**src/rtl/fi_pkg.sv**
```systemverilog
package fi_pkg;
  localparam int FI_NCH = 4;
  localparam int FI_DW  = 32;
  localparam int FI_AW  = 32;
  localparam int FI_RAW = 8;

  localparam logic [FI_RAW-1:0] FI_OFS_CTRL = 8'h00;
  localparam logic [FI_RAW-1:0] FI_OFS_CHEN = 8'h04;
  localparam int FI_OFS_DESC   = 16;
  localparam int FI_DESC_STEP  = 8;
  localparam int FI_MASK_SHIFT = 4;

  // strobes from the control side to the datapath
  typedef struct packed {
    logic [FI_NCH-1:0] addrWr;
    logic [FI_NCH-1:0] maskWr;
    logic [FI_DW-1:0]  wrData;
    logic [FI_NCH-1:0] chArmed;
    logic              sysClr;
  } fiStrobe_t;
endpackage

```
**src/rtl/fi_ctrl.sv**
```systemverilog
module fi_ctrl
  import fi_pkg::*;
#(
  parameter int NCH = FI_NCH,
  parameter int DW  = FI_DW,
  parameter int RAW = FI_RAW
) (
  input  logic            clk,
  input  logic            porRstN,
  input  logic            sysRstN,
  input  logic            regWrEn,
  input  logic [RAW-1:0]  regAddr,
  input  logic [DW-1:0]   regWrData,
  input  logic [DW-1:0]   descAddrRd [NCH],
  input  logic [DW-1:0]   descMaskRd [NCH],
  output logic [DW-1:0]   regRdData,
  output fiStrobe_t       strobe,
  output logic [NCH-1:0]  chEnVec,
  output logic            globalEn
);
  localparam int TOP_BIT = DW - 1;

  logic            ctrlHit;
  logic            chenHit;
  logic [NCH-1:0]  addrHit;
  logic [NCH-1:0]  maskHit;

  assign ctrlHit = (regAddr == FI_OFS_CTRL);
  assign chenHit = (regAddr == FI_OFS_CHEN);

  for (genvar n = 0; n < NCH; n++) begin : g_dec
    localparam int ADDR_OFS = FI_OFS_DESC + n * FI_DESC_STEP;
    localparam int MASK_OFS = ADDR_OFS + FI_MASK_SHIFT;
    assign addrHit[n] = (regAddr == RAW'(ADDR_OFS));
    assign maskHit[n] = (regAddr == RAW'(MASK_OFS));

    // enables survive system reset; a descriptor write disarms the channel
    always_ff @(posedge clk or negedge porRstN) begin
      if (!porRstN) begin
        chEnVec[n] <= 1'b0;
      end else if (regWrEn && (addrHit[n] || maskHit[n])) begin
        chEnVec[n] <= 1'b0;
      end else if (regWrEn && chenHit) begin
        chEnVec[n] <= regWrData[TOP_BIT - n];
      end
    end
  end

  always_ff @(posedge clk or negedge porRstN) begin
    if (!porRstN) begin
      globalEn <= 1'b0;
    end else if (!sysRstN) begin
      globalEn <= 1'b0;
    end else if (regWrEn && ctrlHit) begin
      globalEn <= regWrData[0];
    end
  end

  always_comb begin
    strobe.addrWr  = addrHit & {NCH{regWrEn}};
    strobe.maskWr  = maskHit & {NCH{regWrEn}};
    strobe.wrData  = regWrData;
    strobe.chArmed = chEnVec & {NCH{globalEn}};
    strobe.sysClr  = ~sysRstN;
  end

  always_comb begin
    regRdData = '0;
    if (ctrlHit) begin
      regRdData[0] = globalEn;
    end
    if (chenHit) begin
      for (int n = 0; n < NCH; n++) begin
        regRdData[TOP_BIT - n] = chEnVec[n];
      end
    end
    for (int n = 0; n < NCH; n++) begin
      if (addrHit[n]) regRdData = descAddrRd[n];
      if (maskHit[n]) regRdData = descMaskRd[n];
    end
  end
endmodule

```
**src/rtl/fi_datapath.sv**
```systemverilog
module fi_datapath
  import fi_pkg::*;
#(
  parameter int NCH = FI_NCH,
  parameter int DW  = FI_DW,
  parameter int AW  = FI_AW
) (
  input  logic           clk,
  input  logic           porRstN,
  input  fiStrobe_t      strobe,
  input  logic           memRdValid,
  input  logic [AW-1:0]  memRdAddr,
  input  logic [DW-1:0]  memRdData,
  output logic           outRdValid,
  output logic [DW-1:0]  outRdData,
  output logic [DW-1:0]  descAddrRd [NCH],
  output logic [DW-1:0]  descMaskRd [NCH]
);
  localparam int WORD_LSB = 2;

  logic [AW-1:WORD_LSB] descAddr [NCH];
  logic [DW-1:0]        descMask [NCH];
  logic [NCH-1:0]       hitVec;
  logic [DW-1:0]        flipMask;

  for (genvar n = 0; n < NCH; n++) begin : g_desc
    always_ff @(posedge clk or negedge porRstN) begin
      if (!porRstN) begin
        descAddr[n] <= '0;
      end else if (strobe.addrWr[n]) begin
        descAddr[n] <= strobe.wrData[AW-1:WORD_LSB];
      end
    end

    always_ff @(posedge clk or negedge porRstN) begin
      if (!porRstN) begin
        descMask[n] <= '0;
      end else if (strobe.maskWr[n]) begin
        descMask[n] <= strobe.wrData;
      end
    end

    assign descAddrRd[n] = DW'({descAddr[n], {WORD_LSB{1'b0}}});
    assign descMaskRd[n] = descMask[n];
    assign hitVec[n] = strobe.chArmed[n] && (memRdAddr[AW-1:WORD_LSB] == descAddr[n]);
  end

  always_comb begin
    flipMask = '0;
    for (int n = 0; n < NCH; n++) begin
      if (hitVec[n]) flipMask = flipMask | descMask[n];
    end
  end

  always_ff @(posedge clk or negedge porRstN) begin
    if (!porRstN) begin
      outRdValid <= 1'b0;
      outRdData  <= '0;
    end else if (strobe.sysClr) begin
      outRdValid <= 1'b0;
      outRdData  <= '0;
    end else begin
      outRdValid <= memRdValid;
      outRdData  <= memRdData ^ flipMask;
    end
  end
endmodule

```
**src/rtl/read_fault_injector.sv**
```systemverilog
module read_fault_injector
  import fi_pkg::*;
#(
  parameter int NCH = FI_NCH,
  parameter int DW  = FI_DW,
  parameter int AW  = FI_AW,
  parameter int RAW = FI_RAW
) (
  input  logic           clk,
  input  logic           porRstN,
  input  logic           sysRstN,
  input  logic           regWrEn,
  input  logic [RAW-1:0] regAddr,
  input  logic [DW-1:0]  regWrData,
  output logic [DW-1:0]  regRdData,
  input  logic           memRdValid,
  input  logic [AW-1:0]  memRdAddr,
  input  logic [DW-1:0]  memRdData,
  output logic           outRdValid,
  output logic [DW-1:0]  outRdData
);
  fiStrobe_t       strobe;
  logic [NCH-1:0]  chEnVec;
  logic            globalEn;
  logic [DW-1:0]   descAddrRd [NCH];
  logic [DW-1:0]   descMaskRd [NCH];

  fi_ctrl #(.NCH(NCH), .DW(DW), .RAW(RAW)) u_ctrl (
    .clk        (clk),
    .porRstN    (porRstN),
    .sysRstN    (sysRstN),
    .regWrEn    (regWrEn),
    .regAddr    (regAddr),
    .regWrData  (regWrData),
    .descAddrRd (descAddrRd),
    .descMaskRd (descMaskRd),
    .regRdData  (regRdData),
    .strobe     (strobe),
    .chEnVec    (chEnVec),
    .globalEn   (globalEn)
  );

  fi_datapath #(.NCH(NCH), .DW(DW), .AW(AW)) u_dp (
    .clk        (clk),
    .porRstN    (porRstN),
    .strobe     (strobe),
    .memRdValid (memRdValid),
    .memRdAddr  (memRdAddr),
    .memRdData  (memRdData),
    .outRdValid (outRdValid),
    .outRdData  (outRdData),
    .descAddrRd (descAddrRd),
    .descMaskRd (descMaskRd)
  );
endmodule

```
**config.mk**
```make
export PLATFORM = sky130hd
export DESIGN_NAME = read_fault_injector
export DESIGN_NICKNAME = d
export VERILOG_FILES = /design/src/rtl/fi_pkg.sv /design/src/rtl/fi_ctrl.sv /design/src/rtl/fi_datapath.sv /design/src/rtl/read_fault_injector.sv
export SDC_FILE = /design/constraint.sdc
export NUM_CORES = 1
export LEC_CHECK = 0
export BUFFER_PORTS_ARGS = -buffer_cell sky130_fd_sc_hd__buf_2
export CAP_MARGIN = 10
export CORE_MARGIN = 2
export CORE_UTILIZATION = 25
export CTS_CLUSTER_DIAMETER = 50
export DETAILED_ROUTE_END_ITERATION = 7
export GPL_TIMING_DRIVEN = 0
export PLACE_DENSITY = 0.42
export SLEW_MARGIN = 15
export SYNTH_ARGS = -nofsm -noshare
export SYNTH_HDL_FRONTEND = slang
export SYNTH_SLANG_ARGS = --single-unit
```
**constraint.sdc**
```tcl
create_clock -name clk -period 3.05 [get_ports clk]
set_input_delay 0.4575 -clock clk [delete_from_list [all_inputs] [get_ports clk]]
set_output_delay 0.4575 -clock clk [all_outputs]
set_load 0.05 [all_outputs]
```
==> key figures, run 1 <==
Run status
  • Status: complete, no violations

STA
  • Clock Skews: between 0.015 and 0.02 ns
  • Period utilisation layout: between 90% and 100%
  • Count of final hold-check violations: 0
  • Final setup viols: 0
  • Max Fclk: 0.328 GHz
  • Fin Hold WS: just under 0.08 ns
  • Fin. max-slew vios: 0
  • Max_slew headroom: 27.7%
  • Least-Margin Pin Slew: ~1.1 ns
  • RSZ-0062 raised after global routing: yes
  • Sum Neg Setup Slack: 0 ns
  • Min Clock Period, post-route: 3.05 ns

Synth
  • Synth Cell Area: around 15000 sq um
  • Cell taking the most area after synthesis: dfrtp_1
  • Commonest cells in the netlist: dfrtp_1, mux2_2, inv_1
  • Synth Register Bits: between 200 and 300
  • Yosys warns: 0
  • Share of the synthesized area in the top cell type: a little under half
  • Largest cells by area after synthesis: dfrtp_1, mux2_2, xor2_1, mux2i_1, nor4_1
  • Unique masters post-synth: 47
  • Post-synth EDFFs: 0
  • Syn nets: about 1500
  • Synth Instances: 1436
  • Syn Area/Cell: roughly 11 sq um
  • Sequential share of the synthesized area: a little under half
  • Most frequent cell after synthesis: dfrtp_1
  • Post-synth ARST share: between 90% and 100%
  • Top FF cell, synth: dfrtp_1

Pwr
  • Internal power: 7.69 mW
  • Net Sw Frac: approximately 27%
  • Clk pwr share: 51.7%
  • Pwr per Cell Area: between 500 and 600 nW/um^2
  • P_leak: between 9 and 10 nW
  • Flop pwr share: 39.0%
  • Power share of the combinational group: a little under a tenth
  • Net Sw Power: 2.91 mW
  • Max IR drop VDD: 0.000366 V

Floorplan
  • Die W: about 250 microns
  • Die area: roughly 64000 sq um
  • Row count: 90
  • Core Area: 60600 sq um
  • Die H: between 200 and 300 microns
  • Starting Density: roughly a quarter
  • Io pins: ~170

Global routing
  • GRT Total Usage: approximately a fifth
  • Largest net degree at the start of global routing: between 90 and 100
  • Initial antenna violation count: 12
  • Grt ovf: 0
  • Vias in the first global route: ~13000
  • First-pass GRT wire length: approximately 94000 microns

Placement
  • # port buffers: 161
  • GP Congestion: about 0.9
  • Post-DP HPWL: 47300 microns

Critical path
  • Worst Path Required: between 2 and 3 ns
  • Critical Path AT: roughly 2.6 ns
  • Crit-path max FO: 10
  • Path type of the worst setup path: in2out
  • Reg2reg setup slack: roughly 0.08 ns
  • Setup crit start kind: input pin
  • Worst setup EP type: primary output

Final layout
  • Post-layout nets: 1775
  • Fill count: between 6000 and 7000
  • Share of cells above drive strength 1: a little over a third
  • Synthesis-to-finish area growth: 25.9%

Min path
  • Hold Path Class: in2reg

Clocking
  • Sink Count: 286
  • CTS root buffer: clkbuf_16
  • CTS clk-pin slew, worst paths: ~0.050 ns
  • Num CTS Buffers: 50
  • CTS Buffer Depth: 3
  • Worst-skew pair later-pin latency: between 0.5 and 0.6 ns
  • Htree depth: 2
  • CTS tree: done

Detailed routing
  • Total Wirelength: 65900 microns
  • Antenna-violating nets left: 0
  • Via Count: between 10000 and 15000
  • DR iter-0 viols: approximately 980
  • Per-cell routed wire length: roughly 26 microns
  • First-pass DRT Iterations: 5
  • Vias per cell: between 5 and 6
  • Drt drc: 0

Run
  • Max-Cap Viols: 0
[final timing paths]
check,start,end,depth (start not counted)
worst max-delay path,regAddr[3],regRdData[8],8
worst max register to register,u_dp.descAddrRd[8],u_dp.outRdData[13],7
worst min register to register,u_dp.descMaskRd[12],u_dp.descMaskRd[12],1
worst min-delay path,memRdValid,u_dp.outRdValid,2
min in group asynchronous,porRstN,u_dp.outRdData[0],2
max in group asynchronous,porRstN,u_dp.descMaskRd[46],4
[cell type report]
| class | instances | area, sq um | share of cell area [%] |
|---|---|---|---|
| Multi-Input combinational cell | 943 | 7690 | 39.7 |
| Timing Repair Buffer | 178 | 1050 | 5.40 |
| Inverter | 109 | 409 | 2.11 |
| Antenna cell | 1 | 2.50 | 0.0129 |
| Clock buffer | 66 | 1370 | 7.09 |
| Sequential cell | 286 | 7160 | 37.0 |
| Clock inverter | 25 | 234 | 1.21 |
| Buffer | 98 | 478 | 2.47 |
| Tap cell | 782 | 978 | 5.05 |
[logic make-up (layout without fill, tap and decap cells)]
kind of cell	count (synthesis)	after routing	synth area share, %
AOI/OAI and AO/OA	214	214	9.44
xor gates and xnor gates	104	104	5.92
buffers and inverters	207	476	5.15
DFF	286	286	46.5
muxes	313	313	22.4
other	0	1	0
and+or+nand+nor	312	312	10.6
[flip-flops by register name (all words and copies together), names as in the netlist]
register / count
u_dp.outRdValid: 1
u_ctrl.globalEn: 1
u_dp.descAddrRd: 120
u_dp.descMaskRd: 128
u_dp.outRdData: 32
u_ctrl.chEnVec: 4
[stage by stage]
step / instances / instance area, sq um / util (%) / power [mW] / setup WS, ns
floorplan: 1436 / 15500 / - / 4.66 / 0.00473
global placement: 2379 / 17300 / 28.5 / 5.14 / -4.58
detailed placement: 2383 / 17400 / 28.7 / 5.17 / -1.24
CTS: 2483 / 19300 / 31.8 / 10.7 / -0.0599
global route: 2487 / 19400 / 32.0 / 11.0 / -0.0256
finish: 2488 / 19400 / 32.0 / 10.6 / 0.00316
[critical path, cell delays in order]
cell	delay, ns
buf_4	0.24
or3b_2	0.47
clkbuf_1	0.21
a21oi_4	0.34
clkbuf_8	0.26
a221oi_1	0.10
a21oi_2	0.19
buf_2	0.29
[cell usage in the layout, fill, tap and decap left out, types with 11 or more instances in the layout]
cell type / netlist / final
xnor2_1: 13 / 13
buf_4: 0 / 28
inv_1: 109 / 109
a221oi_1: 27 / 27
nor4_1: 84 / 84
buf_2: 12 / 159
a21oi_2: 0 / 23
nor3_1: 39 / 37
buf_1: 18 / 11
nor2_1: 59 / 55
dfrtp_1: 286 / 286
clkbuf_1: 68 / 49
mux2_2: 245 / 245
a2111oi_1: 10 / 18
xor2_1: 91 / 91
nand2b_1: 36 / 36
clkbuf_16: 0 / 51
clkbuf_2: 0 / 20
nand2_1: 59 / 58
o22ai_1: 31 / 31
clkbuf_4: 0 / 12
mux2i_1: 63 / 63
a21oi_1: 82 / 57
[metal layers]
layer	track usage (%)	up-vias	wire length, microns
met5	0	-	100
met4	6.63	16	1800
met3	3.83	124	4000
met2	33.2	393	30900
met1	27.6	6582	29100
li1	-	5653	-
[power groups by stage]
stage          Clock [mW]  Sequential [mW]  Combinational [mW]
4_1_cts              5.63             4.13               0.995
6_report             5.48             4.13               0.988
3_5_place_dp            0             4.19               0.978
5_1_grt              5.79             4.15                1.07
2_1_floorplan           0             4.22               0.438
3_3_place_gp            0             4.19               0.954
[timing repair]
action / 4_1_cts / 5_1_grt
resized for setup: 77 / 54
hold buffers: 1 / 0
hold endpoints to repair: 45 / 0
setup buffers: 8 / 4
pin swaps: 4 / 2
endpoints found under the setup margin: 64 / 58
Note: power is estimated with default switching activity, not from simulation.
==> run 2, diff against run 1 <==
ABC_AREA = 1   (was unset)
==> run 2 against run 1 <==
Net effect: critical path depth rose by 7; utilization is 0.89 points lower; die area up 1.1%; combinational power fell by 10%; clock-buffer cell count down 12; global-route usage is 4.0 points higher; clock skew increased by 0.017 ns.
==> key figures, run 2 <==
STA
  • Sum Neg Setup Slack: 0 ns
  • Fin. max-slew vios: 0
  • Least-Margin Pin Slew: 1.07 ns
  • Count of final hold-check violations: 0
  • Max Fclk: approximately 0.34 GHz
  • RSZ-0062 raised after global routing: yes
  • Max_slew headroom: between 20% and 30%
  • Min Clock Period, post-route: 2.97 ns
  • Final setup viols: 0
  • Period utilisation layout: 97.4%
  • Final WS setup: between 0.07 and 0.08 ns
  • Clock Skews: about 0.036 ns

Critical path
  • Setup crit start kind: input pin
  • Slowest CP cell: buf_4
  • Critical Path AT: 2.51 ns
  • Crit-path max FO: 10
  • R2R Path End: u_dp.outRdData[20]
  • CP delay by family, top: buffers and inverters
  • Critical Path Start: regAddr[0]
  • Worst setup EP type: primary output
  • Reg2reg setup slack: 0.25 ns
  • CP peak stage delay: 0.25 ns
  • CP cell instances: buf_2 -> inv_1 -> nand2_2 -> inv_1 -> nand2_2 -> nor2_1 -> nand2_1 -> inv_1 -> buf_4 -> buf_4 -> nand2_1 -> o211ai_1 -> a21oi_1 -> nand4_1 -> buf_4
  • Reg2reg start: u_ctrl.globalEn
  • R2R depth: 13
  • Worst Path Required: about 2.6 ns
  • Path type of the worst setup path: in2out
  • Sum of buffers and inverters on the critical path: 7
  • Critical path capture point: regRdData[12]
  • Cell count along the critical path: 15

Placement
  • GP Congestion: between 0.9 and 1
  • Area after DPL: roughly 18000 sq um
  • # port buffers: around 170
  • Place WS: -0.465 ns
  • Post-DP HPWL: between 50000 and 60000 microns

Synth
  • Syn nets: ~2300
  • Post-synth EDFFs: 0
  • Synth Register Bits: 286
  • Commonest cells in the netlist: nand2_1, dfrtp_1, inv_1
  • Synth Instances: 2208
  • Yosys warns: 0
  • Share of the synthesized area in the top cell type: a little under half
  • Post-synth ARST share: 100%
  • Syn Area/Cell: 7.04 sq um
  • Most frequent cell after synthesis: nand2_1
  • Cell taking the most area after synthesis: dfrtp_1
  • Largest cells by area after synthesis: dfrtp_1, nand2_1, o21ai_0, inv_1, nand3_1
  • Unique masters post-synth: 34
  • Top FF cell, synth: dfrtp_1
  • Sequential share of the synthesized area: 46.0%
  • Synth Cell Area: around 16000 sq um

Floorplan
  • Die H: 253 microns
  • Io pins: between 150 and 200
  • Starting Density: 25.2%
  • Die area: roughly 64000 sq um
  • Row count: 91
  • Core Area: a little over 60000 sq um
  • Die W: 253 microns

Pwr
  • Max IR drop VDD: about 0.00035 V
  • P_leak: 9.46 nW
  • Total power: roughly 10 mW
  • Pwr per Cell Area: 536 nW/um^2

Final layout
  • Reg area: a little over 7000 sq um
  • ANT cells: 0
  • Area of the multi-input gates: 6980 sq um
  • Synthesis-to-finish area growth: 23.1%
  • Post-layout nets: around 2500
  • Share of cells above drive strength 1: 14.1%
  • Max FFs per register: around 130
  • Final instance area: around 19000 sq um
  • Final core occ: approximately 31%
  • Fill count: 6811
  • Most common cell after layout, fill and taps aside: nand2_1
  • Commonest cells after routing, fill and taps aside: nand2_1, dfrtp_1, inv_1, o21ai_0, buf_2

Detailed routing
  • Per-cell routed wire length: 23.9 microns
  • Via Count: around 16000
  • Total Wirelength: around 79000 microns
  • DR iter-0 viols: ~1500
  • First-pass DRT Iterations: 8
  • Drt drc: 0
  • Vias per cell: approximately 5
  • Antenna-violating nets left: 0

Clocking
  • CTS root buffer: clkbuf_16
  • Worst-skew pair later-pin latency: ~0.6 ns
  • Htree depth: 2
  • CTS tree: done
  • Num CTS Buffers: 43
  • CTS clk-pin slew, worst paths: around 0.05 ns
  • Sink Count: 286
  • CTS Buffer Depth: 3

Global routing
  • GRT Total Usage: between 20% and 30%
  • Vias in the first global route: around 16000
  • Largest net degree at the start of global routing: 96
  • Grt ovf: 0
  • First-pass GRT wire length: about 110000 microns
  • Initial antenna violation count: 1

Run status
  • Status: complete, no violations

Run
  • Max-Cap Viols: 0

Min path
  • Hold Path Class: in2reg
==> run 2: changes by cell type in the layout (fill, tap and decap cells not counted), moves of 67 or more <==
cell,delta
inv_1,+130
mux2_2,-245
nand2_1,+762
nand3_1,+147
nor2_1,+86
nor4_1,-84
o21ai_0,+193
o21ai_1,+67
xor2_1,-87
==> run 2: metal layers <==
layer	part of all wire [%]	vias up	GRT usage, %
li1	-	7451	-
met1	42	7777	32.2
met2	46	665	38.9
met3	8.2	135	5.65
met4	3.8	2	9.13
met5	0.014	-	0
==> run 2: cells by family after synthesis <==
logic type,count (synthesis),share of synthesized area [%]
XOR/XNOR,24,1.35
buffers and inverters,366,9.37
AND/OR/NAND/NOR,1167,30.5
flip-flops,286,46.0
AO/OA/AOI/OAI,365,12.7
==> run 2: metrics by stage <==
step	std cells	hold slack [ns]
3_5_place_dp	3215	0.399
6_report	3297	0.0766
5_1_grt	3297	0.0711
4_1_cts	3297	0.0601
3_3_place_gp	3212	0.491
2_1_floorplan	2208	0.162
==> run 2: area by class of cell <==
cell class / instances / share of cell area, %
multi-input combinational: 1556 / 36.5
clock inverter: 23 / 1.55
clock buffer: 54 / 6.16
inverter: 266 / 5.22
buffer: 100 / 2.61
sequential: 286 / 37.4
tap: 837 / 5.47
timing repair buffer: 175 / 5.15
==> run 2: worst register-to-register path, delay by kind of cell (launching register included) <==
kind            cells  cell delay [ns]
flops               1             0.46
buf+inv             1             0.49
simple gates       11             1.45
compound gates      1             0.35
==> run 2: timing repair <==
action,in CTS,in global routing
buffers inserted,4,0
endpoints found under the setup margin,32,22
endpoints found under the hold margin,43,0
gates resized for setup,20,19
pin swaps,2,1
hold buffers,1,0
==> run 2: worst min path at each step <==
stage | start | to | slack [ns] | cells past startpoint
2_1_floorplan | porRstN | u_ctrl.chEnVec[0] | 0.16 | 0
3_3_place_gp | u_dp.descMaskRd[10] | u_dp.descMaskRd[10] | 0.49 | 2
3_5_place_dp | porRstN | u_dp.outRdData[30] | 0.40 | 1
4_1_cts | memRdValid | u_dp.outRdValid | 0.06 | 3
5_1_grt | memRdValid | u_dp.outRdValid | 0.07 | 3
6_report | memRdValid | u_dp.outRdValid | 0.08 | 3
==> run 2: power by group <==
group / internal (mW) / switching (mW) / total [mW] / leakage, nW
logic: 0.254 / 0.632 / 0.886 / 4.82
clock network: 3.19 / 2.03 / 5.22 / 0.720
registers: 3.98 / 0.172 / 4.15 / 3.91
